### config.mk
export PLATFORM = sky130hd
export DESIGN_NAME = prl_loader
export DESIGN_NICKNAME = d
export VERILOG_FILES = /design/src/rtl/prl_pkg.sv /design/src/rtl/prl_seq_rom.sv /design/src/rtl/prl_budget_timer.sv /design/src/rtl/prl_stream_ctr.sv /design/src/rtl/prl_loader.sv
export SDC_FILE = /design/constraint.sdc
export NUM_CORES = 1
export LEC_CHECK = 0
export ABC_AREA = 1
export BUFFER_PORTS_ARGS = -buffer_cell sky130_fd_sc_hd__buf_4
export CAP_MARGIN = 20
export CELL_PAD_IN_SITES_DETAIL_PLACEMENT = 0
export CELL_PAD_IN_SITES_GLOBAL_PLACEMENT = 1
export CORE_MARGIN = 5
export CORE_UTILIZATION = 42
export CTS_CLUSTER_SIZE = 14
export DETAILED_ROUTE_END_ITERATION = 16
export PLACE_DENSITY = 0.83
export SETUP_SLACK_MARGIN = 0.1
export SLEW_MARGIN = 10
export SYNTH_ARGS = -nofsm -noshare
export SYNTH_HDL_FRONTEND = slang
export SYNTH_SLANG_ARGS = --single-unit
### constraint.sdc
create_clock -name clk -period 4.95 [get_ports clk]
set_input_delay 0.495 -clock clk [delete_from_list [all_inputs] [get_ports clk]]
set_output_delay 0.495 -clock clk [all_outputs]
set_load 0.01 [all_outputs]
### src/rtl/prl_pkg.sv
package prl_pkg;
  typedef enum logic [2:0] {
    ST_IDLE, ST_SYNC, ST_LOAD, ST_DESYNC, ST_WAIT, ST_DONE, ST_ERROR
  } prl_state_e;

  localparam int PRE_BYTES = 8;
  localparam int TRL_BYTES = 16;
  localparam int IDX_W     = $clog2(TRL_BYTES);

  // configuration port expects bit 0 of each byte on its most significant lane
  function automatic logic [7:0] flip8(input logic [7:0] b);
    logic [7:0] r;
    for (int i = 0; i < 8; i++) r[i] = b[7-i];
    return r;
  endfunction
endpackage

### src/rtl/prl_seq_rom.sv
module prl_seq_rom
  import prl_pkg::*;
(
  input  logic             sel_trailer,
  input  logic [IDX_W-1:0] idx,
  output logic [7:0]       byte_o
);
  logic [31:0] word;

  always_comb begin
    if (!sel_trailer) begin
      word = idx[2] ? 32'hAA99_5566 : 32'hFFFF_FFFF;
    end else begin
      unique case (idx[3:2])
        2'd0:    word = 32'h3000_8001;
        2'd1:    word = 32'h0000_000D;
        default: word = 32'h2000_0000;
      endcase
    end
    // most significant byte of each word leaves first
    byte_o = word[8*(3 - idx[1:0]) +: 8];
  end
endmodule

### src/rtl/prl_budget_timer.sv
module prl_budget_timer #(
  parameter int CYCLE_LIMIT = 1_320_000
) (
  input  logic clk,
  input  logic rst,
  input  logic clear,
  input  logic run,
  output logic expired
);
  localparam int CW = $clog2(CYCLE_LIMIT + 1);
  localparam logic [CW-1:0] LIM = CW'(CYCLE_LIMIT);

  logic [CW-1:0] cnt;

  always_ff @(posedge clk) begin
    if (rst || clear)          cnt <= '0;
    else if (run && cnt < LIM) cnt <= cnt + 1'b1;
  end

  assign expired = (cnt >= LIM);

  AST_TIMER_BOUND: assert property (@(posedge clk) disable iff (rst)
    cnt <= LIM);
endmodule

### src/rtl/prl_stream_ctr.sv
module prl_stream_ctr #(
  parameter int ADDR_W = 24,
  parameter int LEN_W  = 20
) (
  input  logic              clk,
  input  logic              rst,
  input  logic              load,
  input  logic [ADDR_W-1:0] base,
  input  logic [LEN_W-1:0]  len,
  input  logic              step,
  output logic [ADDR_W-1:0] addr,
  output logic              rem_one,
  output logic              rem_zero
);
  logic [LEN_W-1:0] rem;

  always_ff @(posedge clk) begin
    if (rst) begin
      addr <= '0;
      rem  <= '0;
    end else if (load) begin
      addr <= base;
      rem  <= len;
    end else if (step) begin
      addr <= addr + 1'b1;
      rem  <= rem - 1'b1;
    end
  end

  assign rem_one  = (rem == LEN_W'(1));
  assign rem_zero = (rem == '0);

  AST_NO_UNDERFLOW: assert property (@(posedge clk) disable iff (rst)
    step |-> !rem_zero);
endmodule

### src/rtl/prl_loader.sv
module prl_loader
  import prl_pkg::*;
#(
  parameter int ADDR_W      = 24,
  parameter int LEN_W       = 20,
  parameter int CYCLE_LIMIT = 1_320_000
) (
  input  logic              clk,
  input  logic              rst,
  input  logic              start,
  input  logic [LEN_W-1:0]  len_bytes,
  input  logic [ADDR_W-1:0] base_addr,
  output logic [ADDR_W-1:0] fl_addr,
  input  logic [7:0]        fl_data,
  input  logic              fl_valid,
  output logic              fl_ready,
  output logic [7:0]        cfg_data,
  output logic              cfg_ce_n,
  output logic              cfg_we_n,
  input  logic              cfg_busy,
  output logic              busy,
  output logic              done,
  output logic              err
);
  prl_state_e       state, state_nx;
  logic [IDX_W-1:0] idx;
  logic [7:0]       rom_byte;
  logic             accept, start_ok, active, emit;
  logic             rem_one, rem_zero, expired;
  logic             last_pre, last_trl;

  assign active   = (state == ST_SYNC) || (state == ST_LOAD) ||
                    (state == ST_DESYNC) || (state == ST_WAIT);
  assign start_ok = start && ((state == ST_IDLE) || (state == ST_DONE));
  assign fl_ready = (state == ST_LOAD);
  assign accept   = fl_ready && fl_valid;
  assign last_pre = (idx == IDX_W'(PRE_BYTES - 1));
  assign last_trl = (idx == IDX_W'(TRL_BYTES - 1));

  prl_seq_rom u_rom (
    .sel_trailer (state == ST_DESYNC),
    .idx         (idx),
    .byte_o      (rom_byte)
  );

  prl_budget_timer #(.CYCLE_LIMIT(CYCLE_LIMIT)) u_timer (
    .clk     (clk),
    .rst     (rst),
    .clear   (start_ok),
    .run     (active),
    .expired (expired)
  );

  prl_stream_ctr #(.ADDR_W(ADDR_W), .LEN_W(LEN_W)) u_ctr (
    .clk      (clk),
    .rst      (rst),
    .load     (start_ok),
    .base     (base_addr),
    .len      (len_bytes),
    .step     (accept),
    .addr     (fl_addr),
    .rem_one  (rem_one),
    .rem_zero (rem_zero)
  );

  always_comb begin
    state_nx = state;
    if (active && expired) begin
      state_nx = ST_ERROR;
    end else begin
      unique case (state)
        ST_IDLE, ST_DONE: if (start) state_nx = ST_SYNC;
        ST_SYNC:   if (last_pre) state_nx = rem_zero ? ST_DESYNC : ST_LOAD;
        ST_LOAD:   if (accept && rem_one) state_nx = ST_DESYNC;
        ST_DESYNC: if (last_trl) state_nx = ST_WAIT;
        ST_WAIT:   if (!cfg_busy) state_nx = ST_DONE;
        default:   state_nx = state;
      endcase
    end
  end

  always_ff @(posedge clk) begin
    if (rst) begin
      state <= ST_IDLE;
      idx   <= '0;
    end else begin
      state <= state_nx;
      if (state_nx != state) idx <= '0;
      else if ((state == ST_SYNC) || (state == ST_DESYNC)) idx <= idx + 1'b1;
    end
  end

  assign emit     = (state == ST_SYNC) || (state == ST_DESYNC) || accept;
  assign cfg_ce_n = !emit;
  assign cfg_we_n = !emit;
  assign cfg_data = flip8((state == ST_LOAD) ? fl_data : rom_byte);
  assign busy     = active;
  assign done     = (state == ST_DONE);
  assign err      = (state == ST_ERROR);

  AST_STROBE_IN_PHASE: assert property (@(posedge clk) disable iff (rst)
    !cfg_ce_n |-> (state == ST_SYNC || state == ST_LOAD || state == ST_DESYNC));
  AST_ADDR_STEP: assert property (@(posedge clk) disable iff (rst)
    (fl_valid && fl_ready) |=> (fl_addr == $past(fl_addr) + 1'b1));
  AST_STALL_HOLD: assert property (@(posedge clk) disable iff (rst)
    (fl_ready && !fl_valid) |-> cfg_ce_n ##1 $stable(fl_addr));
  AST_DONE_ON_IDLE: assert property (@(posedge clk) disable iff (rst)
    $rose(done) |-> $past(!cfg_busy));
  AST_ERR_STICKY: assert property (@(posedge clk) disable iff (rst)
    err |=> err && cfg_ce_n);
  AST_FLAGS_EXCL: assert property (@(posedge clk) disable iff (rst)
    $countones({busy, done, err}) <= 1);
endmodule

==> summary.txt <==
Timing
  • Setup_tns: 0 ps
  • Final setup viols: 0
  • Tcrit/Tclk final: 0.5719
  • Max-Slew Margin vs Limit: 0.6022
  • Worst clock skew: slightly below 5 ps
  • Fin. Hold Viols: 0
  • Final min period: about 2800 ps
  • RSZ-0062 raised after global routing: false
  • F_max: 0.3532 GHz
  • Worst slew pin tran: 596.7 ps
  • Fin. max-slew vios: 0

Floorplanning
  • I/O Pins: 95
  • Die Y-Extent: 119.6 um
  • Die Span X: approximately 120 um
  • DIE AREA: 14300 sq um
  • Initial core utilization: 0.4235
  • Core Region: roughly 12000 sq um
  • Row cnt: 40

Power
  • Peak supply drop: 0.0001828 V
  • Leakage: 2.574 nW
  • Pwr/cell area: 263.7 nW/um^2

Clock tree
  • H-tree Lvls: 3
  • Cts bufs inserted: 9
  • Setup Fix Bufs, Post-CTS: 0
  • CTS tree: done
  • Clk sinks: between 70 and 80
  • Root Buffer: clkbuf_16
  • Cts repair resizes: 0
  • Hold_buf cts: 0
  • Clk pin slew, worst setup/hold paths: 60 ps
  • Worst skew pair latency: 340 ps
  • CTS max path bufs: 2

Synthesis
  • Synth Area per Inst: 6.205 sq um
  • Asr flop ratio synth: 0
  • Yosys top cell area share: 0.2857
  • Syn nets: 877
  • Synth Cell Area: roughly 5000 sq um
  • Post-synth top area cell: dfxtp_1
  • Post-synth EDFFs: 0
  • #FFs+latches synth: a little over 70
  • Post-synth top flop: dfxtp_1
  • Most numerous cell in the Yosys netlist: nand2_1
  • Synth cell count leaders: nand2_1, inv_1, nor2_1, dfxtp_1, nand3_1
  • Mapped Cells: 813
  • Seq/Total Area, Yosys: 0.2857
  • Synth area leaders: dfxtp_1, nand2_1, nand3_1
  • Netlist cell types: 47
  • Ys Warns: 0

Global route
  • Total GRT Usage: 0.2108
  • First-pass GRT wire length: 24960 um
  • Grt total ovfl: 0
  • Initial antenna violation count: 0
  • Largest net degree at the start of global routing: 56
  • Vias in the first global route: roughly 5200

Cells and area
  • Nets: 951
  • # fillers: 1245
  • Antenna cells: 0
  • Layout cells sized above 1: 0.1603
  • Finished Cell Area: 6036 sq um
  • Area growth from synthesis to layout: 19.64%

Setup path
  • CP arrival: 3070 ps
  • Worst-path fanout max: 55
  • R2R Path End: u_ctr.addr[19]
  • Endpoint type of the worst setup path: flip-flop
  • Reg2reg start: state[1]
  • CP startpoint: state[1]
  • Reg-to-reg slack, setup: between 2000 and 2500 ps
  • Reg2Reg Depth: 10
  • Largest stage delay on the critical path: ~500 ps
  • CP Capture Point: u_ctr.addr[19]
  • WP data required: 5190 ps
  • Setup crit start kind: flip-flop
  • CP cell instances: inv_1 > nand3_1 > nand2_1 > nand2_4 > inv_4 > nor2_8 > inv_2 > o221a_1 > nand2_1 > inv_1
  • Crit path kind: reg2reg
  • Critical Path Slowest Stage Cell: dfxtp_1

Detailed routing
  • Antenna-violating nets left: 0
  • Final wirelength: ~15000 um
  • Drt pass-1 iters: 5
  • Vias per std cell: 5.350
  • Post-route DRC: 0
  • Starting DRC count in detailed routing: 356
  • Drt wl/cell: 14.46 um
  • Via Count: 5559

Flow run
  • Max-Cap Viols: 0

Place
  • Placer congestion estimate: 0.8711
  • Placed inst area: approximately 5700 sq um
  • Hpwl dp: 10830 um
  • IO Port Bufs: 94

Min path
  • Worst Hold Class: in2reg

Run status
  • Status: completed
[where the power goes]
part / leakage, nW / switching (W) / total (W) / internal, W
clock: 0.138 / 0.000261 / 0.000649 / 0.000388
combinational: 1.85 / 0.000176 / 0.000296 / 0.000120
sequential: 0.587 / 0.0000394 / 0.000647 / 0.000608
[cell type report]
cell class	instances	area (sq um)	area share
Clock buffer	10	229.0	0.03794
Sequential cell	72	1441	0.2388
Timing Repair Buffer	95	713.2	0.1182
Tap cell	147	183.9	0.03047
Multi-Input combinational cell	612	3039	0.5035
Clock inverter	6	60.06	0.009950
Inverter	97	369.1	0.06115
[flip-flops by register name, indices dropped and copies added (netlist names)]
register / count
u_ctr.addr: 24
idx: 4
u_ctr.rem: 20
state: 3
u_timer.cnt: 21
[metal layers]
layer / GRT usage / wire length, um / up-vias
li1: - / - / 2822
met1: 0.2744 / 6943 / 2529
met2: 0.3468 / 6873 / 186
met3: 0.05090 / 967 / 22
met4: 0.06228 / 241 / 0
met5: 0 / 0 / -
[metrics by stage]
stage          worst slack, ps  total power, W  utilization  instances  hold WS [ps]
2_1_floorplan             3045       0.0008478            -        813         444.5
3_3_place_gp              2220       0.0009507       0.4825       1023         455.0
3_5_place_dp              2141       0.0009543       0.4825       1023         461.9
4_1_cts                   2112        0.001609       0.5067       1039         394.8
5_1_grt                   1852        0.001675       0.5067       1039         433.8
6_report                  2119        0.001592       0.5067       1039         414.8
[placed cells by master, fill, tap and decap left out, types with 2 or more instances in the layout]
master      netlist  final
nand3b_1          3      3
buf_4             7     95
a311oi_1          2      2
a21oi_1          53     53
ha_1              7      7
or2_2             9      9
nor2_1           87     87
nor2_2            5      5
clkinvlp_4        0      2
xnor2_1           3      3
o211ai_1         19     19
a211oi_1          3      3
dfxtp_1          72     72
o21ai_1           7      7
nand3_4           2      2
nand4_1          17     17
inv_2             6      6
clkbuf_16         0      9
nor3_1           28     28
nand2_1         228    228
nand3_1          68     68
inv_1            88     88
o21ai_0          21     21
a31oi_1          18     18
xor2_1           12     12
nor3_2            3      3
clkinv_2          0      3
inv_4             2      2
[kinds of logic after synthesis]
logic type / Yosys count / share of synthesized area
xor gates and xnor gates: 15 / 0.02604
DFF: 72 / 0.2857
buffers and inverters: 129 / 0.1119
adders and majority gates: 7 / 0.01736
AOI/OAI and AO/OA: 133 / 0.1582
and+or+nand+nor: 457 / 0.4008
[worst min path at each step]
stage | cells past startpoint | from | end | slack, ps
global route | 3 | len_bytes[9] | u_ctr.rem[9] | 430
CTS | 3 | len_bytes[0] | u_ctr.rem[0] | 390
global placement | 2 | u_ctr.rem[18] | u_ctr.rem[18] | 460
detailed placement | 2 | u_ctr.rem[18] | u_ctr.rem[18] | 460
finish | 3 | len_bytes[0] | u_ctr.rem[0] | 410
floorplan | 2 | u_ctr.rem[18] | u_ctr.rem[18] | 440
[critical path, delay by kind of cell, from the launching register on]
kind	cells	cell delay [ps]
buf+inv	4	760
compound gates	1	270
flops	1	500
simple gates	5	1170
(Power assumes the default switching activity.)
